==> src/rtl/busDemuxPkg.sv <==
package busDemuxPkg;

  localparam int STAT_W = 3;

  typedef enum logic [STAT_W-1:0] {
    CYC_INTA    = 3'b000,
    CYC_IORD    = 3'b001,
    CYC_IOWR    = 3'b010,
    CYC_HALT    = 3'b011,
    CYC_FETCH   = 3'b100,
    CYC_MEMRD   = 3'b101,
    CYC_MEMWR   = 3'b110,
    CYC_PASSIVE = 3'b111
  } cycCode_e;

  // strobes from control to datapath
  typedef struct packed {
    logic capAddr;   // address phase: latch open
    logic capCas;    // address phase of an interrupt acknowledge
    logic busActive; // captured cycle is not idle
    logic haltCyc;   // captured cycle is a halt
  } ctrlStrobe_t;

endpackage

==> src/rtl/busDemuxCtrl.sv <==
module busDemuxCtrl
  import busDemuxPkg::*;
(
  input  logic              clk,
  input  logic              rstN,
  input  logic              aleIn,
  input  logic [STAT_W-1:0] statIn,
  input  logic              refreshDet,
  output ctrlStrobe_t       strobes,
  output logic [STAT_W-1:0] cycType,
  output logic              rdStrobe,
  output logic              wrStrobe,
  output logic              casValid,
  output logic              cycleStart
);

  cycCode_e cycReg;
  cycCode_e statCode;
  logic     prevPassive;
  logic     startReg;

  assign statCode = cycCode_e'(statIn);

  always_ff @(posedge clk or negedge rstN) begin
    if (!rstN) begin
      cycReg      <= CYC_PASSIVE;
      prevPassive <= 1'b1;
      startReg    <= 1'b0;
    end else begin
      if (statCode == CYC_PASSIVE) begin
        cycReg <= CYC_PASSIVE;
      end else if (aleIn) begin
        cycReg <= statCode;
      end
      startReg    <= prevPassive && (statCode != CYC_PASSIVE);
      prevPassive <= (statCode == CYC_PASSIVE);
    end
  end

  always_comb begin
    strobes.capAddr   = aleIn;
    strobes.capCas    = aleIn && (statCode == CYC_INTA);
    strobes.busActive = (cycReg != CYC_PASSIVE);
    strobes.haltCyc   = (cycReg == CYC_HALT);
  end

  logic readType;
  logic writeType;

  always_comb begin
    readType  = 1'b0;
    writeType = 1'b0;
    case (cycReg)
      CYC_IORD, CYC_MEMRD, CYC_FETCH: readType  = 1'b1;
      CYC_IOWR, CYC_MEMWR:            writeType = 1'b1;
      default: ;
    endcase
  end

  assign rdStrobe   = readType && !refreshDet;
  assign wrStrobe   = writeType && !refreshDet;
  assign casValid   = (cycReg == CYC_INTA);
  assign cycType    = cycReg;
  assign cycleStart = startReg;

endmodule

==> src/rtl/busDemuxPath.sv <==
module busDemuxPath
  import busDemuxPkg::*;
#(
  parameter int AD_W       = 16,
  parameter int ADDR_W     = 19,
  parameter int CAS_W      = 3,
  parameter bit NARROW_BUS = 1'b0
) (
  input  logic                     clk,
  input  logic                     rstN,
  input  ctrlStrobe_t              strobes,
  input  logic [AD_W-1:0]          adIn,
  input  logic [ADDR_W-AD_W-1:0]   upperIn,
  input  logic                     bhenIn,
  output logic [ADDR_W-1:0]        addrOut,
  output logic [CAS_W-1:0]         casAddr,
  output logic                     laneLo,
  output logic                     laneHi,
  output logic                     refreshDet
);

  localparam int BYTE_W = 8;
  localparam int UP_W   = ADDR_W - AD_W;
  localparam int MUX_W  = NARROW_BUS ? BYTE_W : AD_W;

  logic [MUX_W-1:0] heldLow;
  logic [UP_W-1:0]  heldUp;
  logic             a0Reg;
  logic             bheReg;
  logic [CAS_W-1:0] casReg;

  always_ff @(posedge clk or negedge rstN) begin
    if (!rstN) begin
      heldLow <= '0;
      heldUp  <= '0;
      a0Reg   <= 1'b1;
      bheReg  <= 1'b1;
      casReg  <= '0;
    end else begin
      if (strobes.capAddr) begin
        heldLow <= adIn[MUX_W-1:0];
        heldUp  <= upperIn;
        a0Reg   <= adIn[0];
        bheReg  <= bhenIn;
      end
      if (strobes.capCas) begin
        casReg <= adIn[AD_W-1 -: CAS_W];
      end
    end
  end

  logic [MUX_W-1:0] lowMux;
  logic [UP_W-1:0]  upMux;

  assign lowMux = strobes.capAddr ? adIn[MUX_W-1:0] : heldLow;
  assign upMux  = strobes.capAddr ? upperIn : heldUp;

  logic laneGate;

  generate
    if (NARROW_BUS) begin : g_narrow
      assign addrOut    = {upMux, adIn[AD_W-1:MUX_W], lowMux};
      assign refreshDet = strobes.busActive && !bheReg;
      assign laneGate   = strobes.busActive && !strobes.haltCyc && !refreshDet;
      assign laneLo     = laneGate;
      assign laneHi     = 1'b0;
    end else begin : g_wide
      assign addrOut    = {upMux, lowMux};
      assign refreshDet = strobes.busActive && a0Reg && bheReg;
      assign laneGate   = strobes.busActive && !strobes.haltCyc && !refreshDet;
      assign laneLo     = laneGate && !a0Reg;
      assign laneHi     = laneGate && !bheReg;
    end
  endgenerate

  assign casAddr = casReg;

endmodule

==> src/rtl/busDemux.sv <==
module busDemux
  import busDemuxPkg::*;
#(
  parameter int AD_W       = 16,
  parameter int ADDR_W     = 19,
  parameter int CAS_W      = 3,
  parameter bit NARROW_BUS = 1'b0
) (
  input  logic                   clk,
  input  logic                   rstN,
  input  logic                   aleIn,
  input  logic [AD_W-1:0]        adIn,
  input  logic [ADDR_W-AD_W-1:0] upperIn,
  input  logic [STAT_W-1:0]      statIn,
  input  logic                   bhenIn,
  output logic [ADDR_W-1:0]      addrOut,
  output logic [STAT_W-1:0]      cycType,
  output logic                   rdStrobe,
  output logic                   wrStrobe,
  output logic                   laneLo,
  output logic                   laneHi,
  output logic                   refreshFlag,
  output logic [CAS_W-1:0]       casAddr,
  output logic                   casValid,
  output logic                   cycleStart
);

  ctrlStrobe_t strobes;
  logic        refreshDet;

  busDemuxCtrl u_ctrl (
    .clk        (clk),
    .rstN       (rstN),
    .aleIn      (aleIn),
    .statIn     (statIn),
    .refreshDet (refreshDet),
    .strobes    (strobes),
    .cycType    (cycType),
    .rdStrobe   (rdStrobe),
    .wrStrobe   (wrStrobe),
    .casValid   (casValid),
    .cycleStart (cycleStart)
  );

  busDemuxPath #(
    .AD_W       (AD_W),
    .ADDR_W     (ADDR_W),
    .CAS_W      (CAS_W),
    .NARROW_BUS (NARROW_BUS)
  ) u_path (
    .clk        (clk),
    .rstN       (rstN),
    .strobes    (strobes),
    .adIn       (adIn),
    .upperIn    (upperIn),
    .bhenIn     (bhenIn),
    .addrOut    (addrOut),
    .casAddr    (casAddr),
    .laneLo     (laneLo),
    .laneHi     (laneHi),
    .refreshDet (refreshDet)
  );

  assign refreshFlag = refreshDet;

endmodule

==> config.mk <==
export PLATFORM = sky130hd
export DESIGN_NAME = busDemux
export DESIGN_NICKNAME = d
export VERILOG_FILES = /design/src/rtl/busDemuxPkg.sv /design/src/rtl/busDemuxCtrl.sv /design/src/rtl/busDemuxPath.sv /design/src/rtl/busDemux.sv
export SDC_FILE = /design/constraint.sdc
export NUM_CORES = 1
export LEC_CHECK = 0
export BUFFER_PORTS_ARGS = -buffer_cell sky130_fd_sc_hd__buf_4
export CAP_MARGIN = 20
export CORE_AREA = 5 5 61 63
export CTS_CLUSTER_SIZE = 16
export DETAILED_ROUTE_END_ITERATION = 10
export DIE_AREA = 0 0 66 68
export PLACE_DENSITY = 0.73
export REMOVE_ABC_BUFFERS = 1
export SLEW_MARGIN = 30
export SYNTH_ARGS = -nofsm -noshare
export SYNTH_HDL_FRONTEND = slang
export SYNTH_HIERARCHICAL = 1
export SYNTH_SLANG_ARGS = --single-unit
==> constraint.sdc <==
create_clock -name clk -period 1 [get_ports clk]
set_input_delay 0.1 -clock clk [delete_from_list [all_inputs] [get_ports clk]]
set_output_delay 0.1 -clock clk [all_outputs]
set_load 0.005 [all_outputs]
Word-level counts from Yosys, hierarchy flattened
Cells that the tools add are included.
- flip-flop bits (word level): 29
- input port bits: 26
- output and inout port bits: 32
- word-level logic and storage cells: 42
- eq/ne operators: 9
- multiplexer cells: 6
- reductions and logical operators: 19
- operators by type and width (cell ; count):
    16-bit two-way mux ; 1
    3-bit equality test, second input constant ; 4
    1-bit logical AND ; 10
    3-bit two-way mux ; 3
    3-bit by 2-bit equality test with 1-bit output, second input constant ; 2
    3-bit logical NOT ; 2
    3-bit inequality test, second input constant ; 2
    1-bit logical NOT ; 4
    3-bit by 1-bit equality test with 1-bit output, second input constant ; 1
    3-bit OR reduction ; 1
    1-bit two-way mux ; 2
    2-bit nonzero test ; 1
    2-bit OR reduction ; 1

Longest topological paths before layout
Gate-level depths: netlist of the first run.
- word-level depth: 6
- depth in mapped cells: 3
- depth with buffers taken out: 3

Modules after synthesis
Netlist of the first run, hierarchy kept.
- by module, submodules not included (module ; times used ; cells each ; area each (sq um) ; sequential area each (sq um)):
    busDemuxPath ; 1 ; 53 ; 992.2 ; 603.1
    busDemuxCtrl ; 1 ; 23 ; 236.5 ; 130.1

Worst setup path after synthesis of the first run
OpenSTA, ideal clock, no wires.
- path kind: reg-to-output
- start: register u_ctrl.cycReg[0], in the netlist u_ctrl/cycType[0]
- end: output port wrStrobe
- data arrival time: 1.094 ns
- required time: 0.900 ns
- setup slack: -0.194 ns
- stages on the path, launching flop included: 4
- path buffers: 0
- cell sequence: dfstp_2 -> nand3_1 -> and3_1 -> nor3b_1
- RTL lines (what ; line ; text):
    start, declared ; busDemuxCtrl.sv:17 ; cycCode_e cycReg;
    start signal, assigned ; busDemuxCtrl.sv:33 ; cycReg <= statCode;
    end, declared ; busDemux.sv:19 ; output logic wrStrobe,

==> run metrics, run 1 <==
status complete, but fails checks; violated checks setup timing; min-delay src upperIn[1]; relative slew slack 0.762; TritonCTS clock tree yes; overall power 2.96 mW; Final Cycle Share 1.47; Remaining DRCs 0; pwr dens 1450 mW/mm²; FF-to-FF End u_path/heldLow[8]$_DFF_PN0_; largest net degree at the start of global routing 30; dpl ws -0.262 ns; Pre-antenna DRT Iters 4; Post-Layout Cell Count 207; sequential area share after synthesis 0.597; worst-path maximum fanout 3; initial antenna violation count 0; share of post-route cells with drive strength above 1 0.758; Die Wd 66 µm; clk_skew 0.0000118 ns; antenna diode count 0; cts bufs inserted 5; Max Root-Sink Buffers 2; # H-tree levels 2; CP startpoint kind register; CP Class reg -> out; drt initial violations 7; Synth-to-Final Area Change 66.2%; prevailing post-synth register cell dfrtp_1; GPL Wtd Cong 0.688; hold endpoint u_path/heldUp[1]$_DFF_PN0_; final worst setup slack -0.475 ns; FP Rows 21; root buf cell clkbuf_4; Post-Route WL 3.08 mm; Hold Path Stages 2; via count 942; average routed wire per standard cell 14.9 µm; Tightest Pin Transition 0.357 ns; synthesized area per cell 16.2 µm²; Reg2Reg Setup Slack 0.10 ns; Final setup viols 28; switching power total 0.722 mW; first-pass GRT wire length 5.05 mm; post-route ant nets 0; Peak Freq 678 MHz; count of cell types in the netlist 16; Leak 1.04 nW; Port Buffers 57; Clock power frac 0.243; synthesized area 0.00123 mm²; DP Wirelength 2.21 mm; Int Power 2.23 mW; R2R Path Start u_path/heldLow[8]$_DFF_PN0_; Sw Ratio 0.244; vias in the first global route 1099; Layout Nets 186; Initial Utilization 0.386; Hold Path Class in -> reg; Synth Warn # 6; max-cap violations 0; clk sinks 29; Max rail drop VDD 1.15 mV; average vias per placed instance 4.55; Final Hold Viols 0; Final Slew Violations 0; Util after Layout 0.642; Comb power frac 0.293; Inst Count DP 189; Mapped Cells 76; GRT Util Overall 0.152; WP data required 0.90 ns; core footprint 0.00318 mm²; die area 0.00449 mm²; I/O Pins 58; number of flops mapped to enable cells by yosys 0; asr flop ratio synth 1.00; Seq cells post-synth 29; clock latency on the worst-skew pair 0.30 ns; Arr. time, crit path 1.37 ns; clock transition at the registers of the reported paths 0.10 ns; CP endpoint kind primary output; height of the die 68 µm; Reg power frac 0.464; Tmin final 1.47 ns; GRT Residual Overflow 0; Worst R2R Path Depth 2; RSZ-0062 raised after global routing true
## cells in the mapped netlist, types with 2 or more instances
cell,number,area share
nor2_1,2,0.0061
mux2_4,20,0.24
nor3b_1,3,0.018
buf_6,2,0.018
nand3_1,2,0.0081
dfstp_2,6,0.13
nor3_1,2,0.0081
mux2i_1,3,0.024
mux2_2,4,0.037
nand2_1,4,0.012
dfrtp_1,23,0.47
## sequential cells by signal, indices dropped and copies added (netlist names)
| name | cells |
|---|---|
| u_ctrl/cycleStart | 1 |
| u_ctrl/prevPassive | 1 |
| u_path/bheReg | 1 |
| u_path/heldUp | 3 |
| u_path/casAddr | 3 |
| u_path/heldLow | 16 |
| u_path/a0Reg | 1 |
| u_ctrl/cycType | 3 |
## power by group through the flow
stage | registers (mW) | logic (mW) | clock network [mW]
5_1_grt | 1.39 | 0.930 | 0.812
2_1_floorplan | 1.39 | 0.251 | 0
6_report | 1.37 | 0.866 | 0.719
4_1_cts | 1.37 | 0.863 | 0.748
3_3_place_gp | 1.38 | 0.705 | 0
3_5_place_dp | 1.39 | 0.726 | 0
## metal layers
metal	vias up	global-route usage	share of wire	routed length, µm
met4	0	0.0838	0.020	61
met2	33	0.282	0.56	1720
met1	469	0.156	0.36	1120
li1	434	-	-	-
met5	-	0	0	0
met3	6	0.0378	0.056	174
## logic make-up (layout without fill, tap and decap cells)
family | Yosys count | after routing | synth area share
buffers and inverters | 4 | 89 | 0.0275
DFF | 29 | 29 | 0.597
muxes | 27 | 27 | 0.305
and+or+nand+nor | 16 | 16 | 0.0703
## critical path: stages, from the launching register on
cell and delay [ns]:
dfstp_2 0.54, nand3_2 0.08, and3_4 0.16, nor3b_2 0.15, buf_4 0.13
## placed cells by master (no fill, tap or decap), types with 2 or more instances in the layout
master / netlist / layout
buf_4: 1 / 58
buf_6: 2 / 20
clkbuf_1: 0 / 2
clkbuf_4: 0 / 5
dfrtp_1: 23 / 23
dfstp_2: 6 / 6
mux2_2: 4 / 3
mux2_4: 20 / 21
mux2i_1: 3 / 3
nand2_1: 4 / 4
nor3_2: 0 / 2
nor3b_2: 0 / 2
## cell type report
type / instances / area, µm²
Fill cell: 256 / 1140
Sequential cell: 29 / 733
Clock buffer: 8 / 58.8
Tap cell: 46 / 57.6
Multi-Input combinational cell: 43 / 498
Inverter: 1 / 3.75
Timing Repair Buffer: 80 / 691
## worst max-delay path by stage
stage                                        from        to  slack (ns)  cells after the start
floorplan           u_ctrl/cycType[0]$_DFFE_PN1P_  wrStrobe       -0.19                      3
global placement    u_ctrl/cycType[0]$_DFFE_PN1P_  wrStrobe       -0.20                      4
detailed placement  u_ctrl/cycType[1]$_DFFE_PN1P_  wrStrobe       -0.26                      4
CTS                 u_ctrl/cycType[1]$_DFFE_PN1P_  wrStrobe       -0.49                      4
global route        u_ctrl/cycType[2]$_DFFE_PN1P_  wrStrobe       -0.57                      4
finish              u_ctrl/cycType[2]$_DFFE_PN1P_  wrStrobe       -0.47                      4
## through the flow
step	hold slack [ns]	setup TNS (ns)	cell area (µm²)
2_1_floorplan	-0.196	-0.668	1200
3_3_place_gp	0.0327	-1.01	1790
3_5_place_dp	0.0411	-1.25	1790
4_1_cts	0.0115	-7.13	2030
5_1_grt	0.00629	-8.23	2040
6_report	0.0289	-6.61	2040
## timing repair
action	4_1_cts	5_1_grt
buffers inserted	7	2
gates resized for setup	28	0
gates cloned	0	0
pin swaps	5	0
hold buffers	1	0
endpoints found under the hold margin	29	0
endpoints found under the setup margin	28	28
No activity file was read; power rests on OpenSTA's default activity.
==> run 2, diff against run 1 <==
==> constraint.sdc (replaced) <==
create_clock -name clk -period 1 [get_ports clk]
set_input_delay 0.05 -clock clk [delete_from_list [all_inputs] [get_ports clk]]
set_output_delay 0.05 -clock clk [all_outputs]
set_load 0.005 [all_outputs]
==> run 2 against run 1 <==
Compared with the run above: the run ends with hold timing, setup timing left; sequential share of layout area decreased by 2.6 points; cell count is 4.3% higher; register-to-register slack worse by 0.19 ns; clock power grew 37%; clock skew is essentially flat; first-iteration DRC count rose to 3.0 times the previous value; hold slack got worse by 0.060 ns; critical endpoint is now laneHi; largest power group unchanged; highest routed layer unchanged.
==> run metrics, run 2 (same netlist as run 1, synthesis figures left out) <==
status complete, but fails checks; violated checks hold timing, setup timing; final worst setup slack -0.465 ns (+0.00910 ns); CP top delay family flip-flops; commonest non-fill, non-tap cell in the layout buf_4; Synth-to-Final Area Change 79.0%; clock transition at the registers of the reported paths 0.09 ns (about the same); Leak 1.11 nW (+6.9%); Tmin final 1.47 ns (-0.00910 ns); CP max stage delay 0.55 ns (about the same); GRT Residual Overflow 0 (unchanged); Final Cycle Share 1.47 (-0.00910); Remaining DRCs 0 (unchanged); Setup TNS -6.00 ns (+0.616 ns); I/O Pins 58 (unchanged); Max Root-Sink Buffers 2 (unchanged); Initial Utilization 0.386 (unchanged); Port Buffers 57 (unchanged); fill cell count 235 (-8.2%); antenna diode count 0 (unchanged); Arr. time, crit path 1.42 ns (+0.05 ns); average routed wire per standard cell 15.0 µm (+0.47%); CP endpoint kind primary output; RSZ-0062 raised after global routing true; Pre-antenna DRT Iters 4 (unchanged); clock latency on the worst-skew pair 0.31 ns (about the same); die area 0.00449 mm² (unchanged); FP Rows 21 (unchanged); Final Hold Viols 10 (+10); max-cap violations 0 (unchanged); pwr dens 1510 mW/mm² (+4.3%); initial antenna violation count 0 (unchanged); worst-path cell chain buf_4, nor2_4, nor3b_1, buf_4; CP startpoint kind register; Layout Nets 195 (+4.8%); Post-Route WL 3.23 mm (+4.8%); slowest CP cell dfstp_2; GRT Util Overall 0.148 (-0.00373); relative slew slack 0.763 (+0.000860); GPL Wtd Cong 0.722 (+4.9%); commonest cells after routing, fill and taps aside 55 x buf_4, 27 x buf_6, 23 x dfrtp_1; WP data required 0.95 ns (+0.05 ns); core footprint 0.00318 mm² (unchanged); DP Wirelength 2.19 mm (-0.87%); largest net degree at the start of global routing 30 (unchanged); clk sinks 29 (unchanged); cts bufs inserted 5 (unchanged); fin area 0.00220 mm² (+7.7%); post-route ant nets 0 (unchanged); vias in the first global route 1069 (-2.7%); overall power 3.32 mW (+12%); via count 979 (+3.9%); placed inst area 0.00178 mm² (-0.84%); height of the die 68 µm (unchanged); share of post-route cells with drive strength above 1 0.753 (-0.00482); first-pass GRT wire length 4.85 mm (-4.0%); CP bufs+invs 2 (+1); Hold Path Class in -> reg; Tightest Pin Transition 0.356 ns (-0.00129 ns); average vias per placed instance 4.53 (-0.40%); clk_skew 0.000103 ns (+0.0000916 ns); root buf cell clkbuf_4; worst-path maximum fanout 5 (+2); Final Slew Violations 0 (unchanged); Biggest register u_path/heldLow; Peak Freq 682 MHz (+0.62%); Final setup viols 29 (+3.6%); max FFs per register 16 (unchanged); most frequent CP cell buf_4; dpl ws -0.178 ns (+0.0840 ns); # H-tree levels 2 (unchanged); TritonCTS clock tree yes; final hold slack -0.0312 ns (-0.0602 ns); Die Wd 66 µm (unchanged); drt initial violations 21 (+14); CP Class reg -> out; Max rail drop VDD 0.946 mV (-18%)
==> run 2: changes by cell type in the layout (fill, tap and decap cells not counted), sizes merged <==
cell / delta
clkbuf: -1
buf: +4
bufinv: +1
dlygate4sd3: +5
==> run 2: area by class of cell <==
cell class	count	area, µm²	area share
Timing Repair Buffer	89	797	0.362
Sequential cell	29	733	0.333
Inverter	1	3.75	0.00171
Tap cell	46	57.6	0.0262
Clock buffer	7	55.1	0.0250
Multi-Input combinational cell	43	523	0.238
Clock inverter	1	30.0	0.0137
==> run 2: routing by layer <==
layer | share of wire | up-vias | track usage | wire length (µm)
li1 | - | 452 | - | -
met5 | 0 | - | 0 | 0
met2 | 0.58 | 34 | 0.273 | 1870
met4 | 0.024 | 0 | 0.0990 | 78
met3 | 0.052 | 6 | 0.0328 | 167
met1 | 0.35 | 487 | 0.149 | 1120
==> run 2: what timing repair did <==
item / 4_1_cts / 5_1_grt
pin swaps: 3 / 3
endpoints found under the setup margin: 28 / 28
gates cloned: 0 / 0
hold endpoints to repair: 47 / 11
buffers inserted: 6 / 9
hold buffers: 6 / 1
resized for setup: 26 / 14
==> run 2: worst paths after layout <==
path                                                from                       endpoint  slack (ns)  depth (start not counted)
max in group asynchronous                           rstN   u_ctrl/prevPassive$_DFF_PN1_        0.51                          2
setup reg to reg           u_ctrl/cycType[1]$_DFFE_PN1P_  u_ctrl/cycType[1]$_DFFE_PN1P_       -0.09                          5
hold reg to reg             u_path/heldLow[13]$_DFF_PN0_   u_path/heldLow[13]$_DFF_PN0_        0.51                          1
setup / recovery           u_ctrl/cycType[2]$_DFFE_PN1P_                         laneHi       -0.47                          4
hold / removal                                   adIn[4]    u_path/heldLow[4]$_DFF_PN0_       -0.03                          2
min in group asynchronous                           rstN    u_path/heldLow[4]$_DFF_PN0_        0.18                          2
==> run 2: power by group <==
part | total (mW) | internal [mW] | switching, mW | leakage, nW
clock | 0.984 | 0.597 | 0.388 | 0.0455
sequential | 1.38 | 1.32 | 0.0581 | 0.335
combinational | 0.962 | 0.634 | 0.327 | 0.727
==> run 2: per-stage QoR <==
step	utilization	instances
final	0.692	216
after detailed placement	0.560	187
after CTS	0.651	207
after global routing	0.692	216
after floorplan	-	73
after global placement	0.560	187
==> run 3, diff against run 2 <==
--- a/config.mk
+++ b/config.mk
@@ -13,3 +13,3 @@
 export DIE_AREA = 0 0 66 68
-export PLACE_DENSITY = 0.73
+export PLACE_DENSITY_LB_ADDON = 0.1
 export REMOVE_ABC_BUFFERS = 1
==> constraint.sdc (replaced) <==
create_clock -name clk -period 1 [get_ports clk]
set_input_delay 0.1 -clock clk [delete_from_list [all_inputs] [get_ports clk]]
set_output_delay 0.1 -clock clk [all_outputs]
set_load 0.005 [all_outputs]
==> run 3 against run 2 <==
Compared with the run above: the run ends with setup timing left; count of clock-buffer cells in the layout is 1 higher; via count decreased by 6.7%; fmax shrank 2.5%; routed wire length decreased by 15%; register-to-register slack improved by 0.11 ns; critical path depth did not move; flip-flop and latch count unchanged; final area down 8.0%; worst setup slack worse by 0.037 ns; sequential power about the same; die area unchanged; critical path type unchanged; highest routed layer unchanged.
==> run metrics, run 3 (same netlist as run 1, synthesis figures left out) <==
max-cap violations 0 (unchanged); Leak 1.02 nW (-7.8%); height of the die 68 µm (unchanged); die area 0.00449 mm² (unchanged); drt initial violations 20 (-4.8%); via count 913 (-6.7%); placed inst area 0.00179 mm² (+0.42%); relative slew slack 0.760 (-0.00206); core footprint 0.00318 mm² (unchanged); antenna diode count 0 (unchanged); FP Rows 21 (unchanged); Int Power 2.23 mW (-13%); Reg power frac 0.464 (+0.050); Synth-to-Final Area Change 64.8%; clk_skew 0.0000473 ns (-0.0000561 ns); clock latency on the worst-skew pair 0.31 ns (about the same); average routed wire per standard cell 13.6 µm (-9.2%); I/O Pins 58 (unchanged); clock transition at the registers of the reported paths 0.08 ns (about the same); status complete, but fails checks; Arr. time, crit path 1.40 ns (-0.02 ns); DP Wirelength 1.95 mm (-11%); GRT Util Overall 0.130 (-0.0175); Max Root-Sink Buffers 2 (unchanged); final hold slack 0.0238 ns (+0.0550 ns); post-route ant nets 0 (unchanged); commonest cells after routing, fill and taps aside 51 x buf_4, 23 x buf_6, 23 x dfrtp_1; GRT Residual Overflow 0 (unchanged); commonest non-fill, non-tap cell in the layout buf_4; # H-tree levels 2 (unchanged); pwr dens 1460 mW/mm² (-3.6%); Tightest Pin Transition 0.359 ns (+0.00310 ns); Initial Utilization 0.386 (unchanged); fill cell count 251 (+6.8%); initial antenna violation count 0 (unchanged); Final Slew Violations 0 (unchanged); Tmin final 1.50 ns (+0.0369 ns); CP Class reg -> out; cts bufs inserted 5 (unchanged); area of the multi-input gates 499 µm² (-4.5%); root buf cell clkbuf_4; final worst setup slack -0.502 ns (-0.0369 ns); Util after Layout 0.637 (-0.0551); Clock power frac 0.246 (-0.050); violated checks setup timing; switching power total 0.719 mW (-7.0%); share of post-route cells with drive strength above 1 0.745 (-0.00772); Comb power frac 0.289 (about the same); CP startpoint kind register; fin area 0.00202 mm² (-8.0%); Peak Freq 666 MHz (-2.5%); WP data required 0.90 ns (-0.05 ns); largest net degree at the start of global routing 30 (unchanged); CP endpoint kind primary output; register area 733 µm² (unchanged); Hold Path Class in -> reg; worst-path maximum fanout 3 (-2); max FFs per register 16 (unchanged); Final Cycle Share 1.50 (+0.0369); Sw Ratio 0.244 (+0.0112); vias in the first global route 946 (-12%); clk sinks 29 (unchanged); Port Buffers 57 (unchanged); average vias per placed instance 4.50 (-0.77%); Max rail drop VDD 1.11 mV (+18%); Final Hold Viols 0 (-10); GPL Wtd Cong 0.693 (-3.9%); Final setup viols 28 (-3.4%); RSZ-0062 raised after global routing true; Die Wd 66 µm (unchanged); Post-Route WL 2.76 mm (-15%); Layout Nets 182 (-6.7%); TritonCTS clock tree yes; Pre-antenna DRT Iters 3 (-1); first-pass GRT wire length 4.21 mm (-13%); Remaining DRCs 0 (unchanged); dpl ws -0.229 ns (-0.0512 ns); Biggest register u_path/heldLow
-- run 3: through the flow --
stage,TNS [ns],power [mW],std cells
final,-6.76,2.95,203
after global routing,-8.26,3.10,203
after CTS,-7.17,2.95,201
after detailed placement,-1.13,2.10,188
after global placement,-1.00,2.09,188
after floorplan,-0.668,1.64,73
-- run 3: power groups by stage --
stage	combinational [mW]	clock, mW	sequential (mW)
floorplan	0.251	0	1.39
global placement	0.707	0	1.38
detailed placement	0.713	0	1.39
CTS	0.828	0.750	1.37
global route	0.921	0.799	1.38
finish	0.853	0.726	1.37
-- run 3: layout make-up --
class / count / area share
clock buffers: 8 / 0.0290
well taps: 46 / 0.0284
flip-flops and latches: 29 / 0.362
multi-input cells: 43 / 0.247
inverters: 1 / 0.00185
repair buffers: 76 / 0.332
-- run 3: critical path, cell delays in order (launching register included) --
cell     delay [ns]
dfstp_2        0.55
nand3_2        0.08
and3_4         0.17
nor3b_2        0.16
buf_4          0.13
-- run 3: layer usage --
layer / global-route usage / vias to the layer above / wire, µm
li1: - / 426 / -
met1: 0.148 / 450 / 1150
met2: 0.209 / 32 / 1380
met3: 0.0558 / 5 / 181
met4: 0.0685 / 0 / 46
met5: 0 / - / 0
-- run 3: timing repair --
| item | CTS | global route |
|---|---|---|
| endpoints found under the setup margin | 28 | 28 |
| cloned | 0 | 0 |
| resized for setup | 26 | 5 |
| pin swaps | 3 | 0 |
| hold buffers | 1 | 0 |
| endpoints found under the hold margin | 29 | 0 |
| buffers inserted | 4 | 2 |
-- run 3: final timing paths --
path                                                from                            to  slack, ns  cells past startpoint
max in group asynchronous                           rstN     u_path/bheReg$_DFFE_PN1P_       0.45                      2
hold reg to reg              u_path/heldLow[7]$_DFF_PN0_   u_path/heldLow[7]$_DFF_PN0_       0.51                      1
min in group asynchronous                           rstN   u_path/heldLow[8]$_DFF_PN0_       0.23                      2
hold / removal                                    bhenIn     u_path/bheReg$_DFFE_PN1P_       0.02                      2
setup reg to reg            u_path/heldLow[11]$_DFF_PN0_  u_path/heldLow[11]$_DFF_PN0_       0.02                      3
setup / recovery           u_ctrl/cycType[0]$_DFFE_PN1P_                      wrStrobe      -0.50                      4
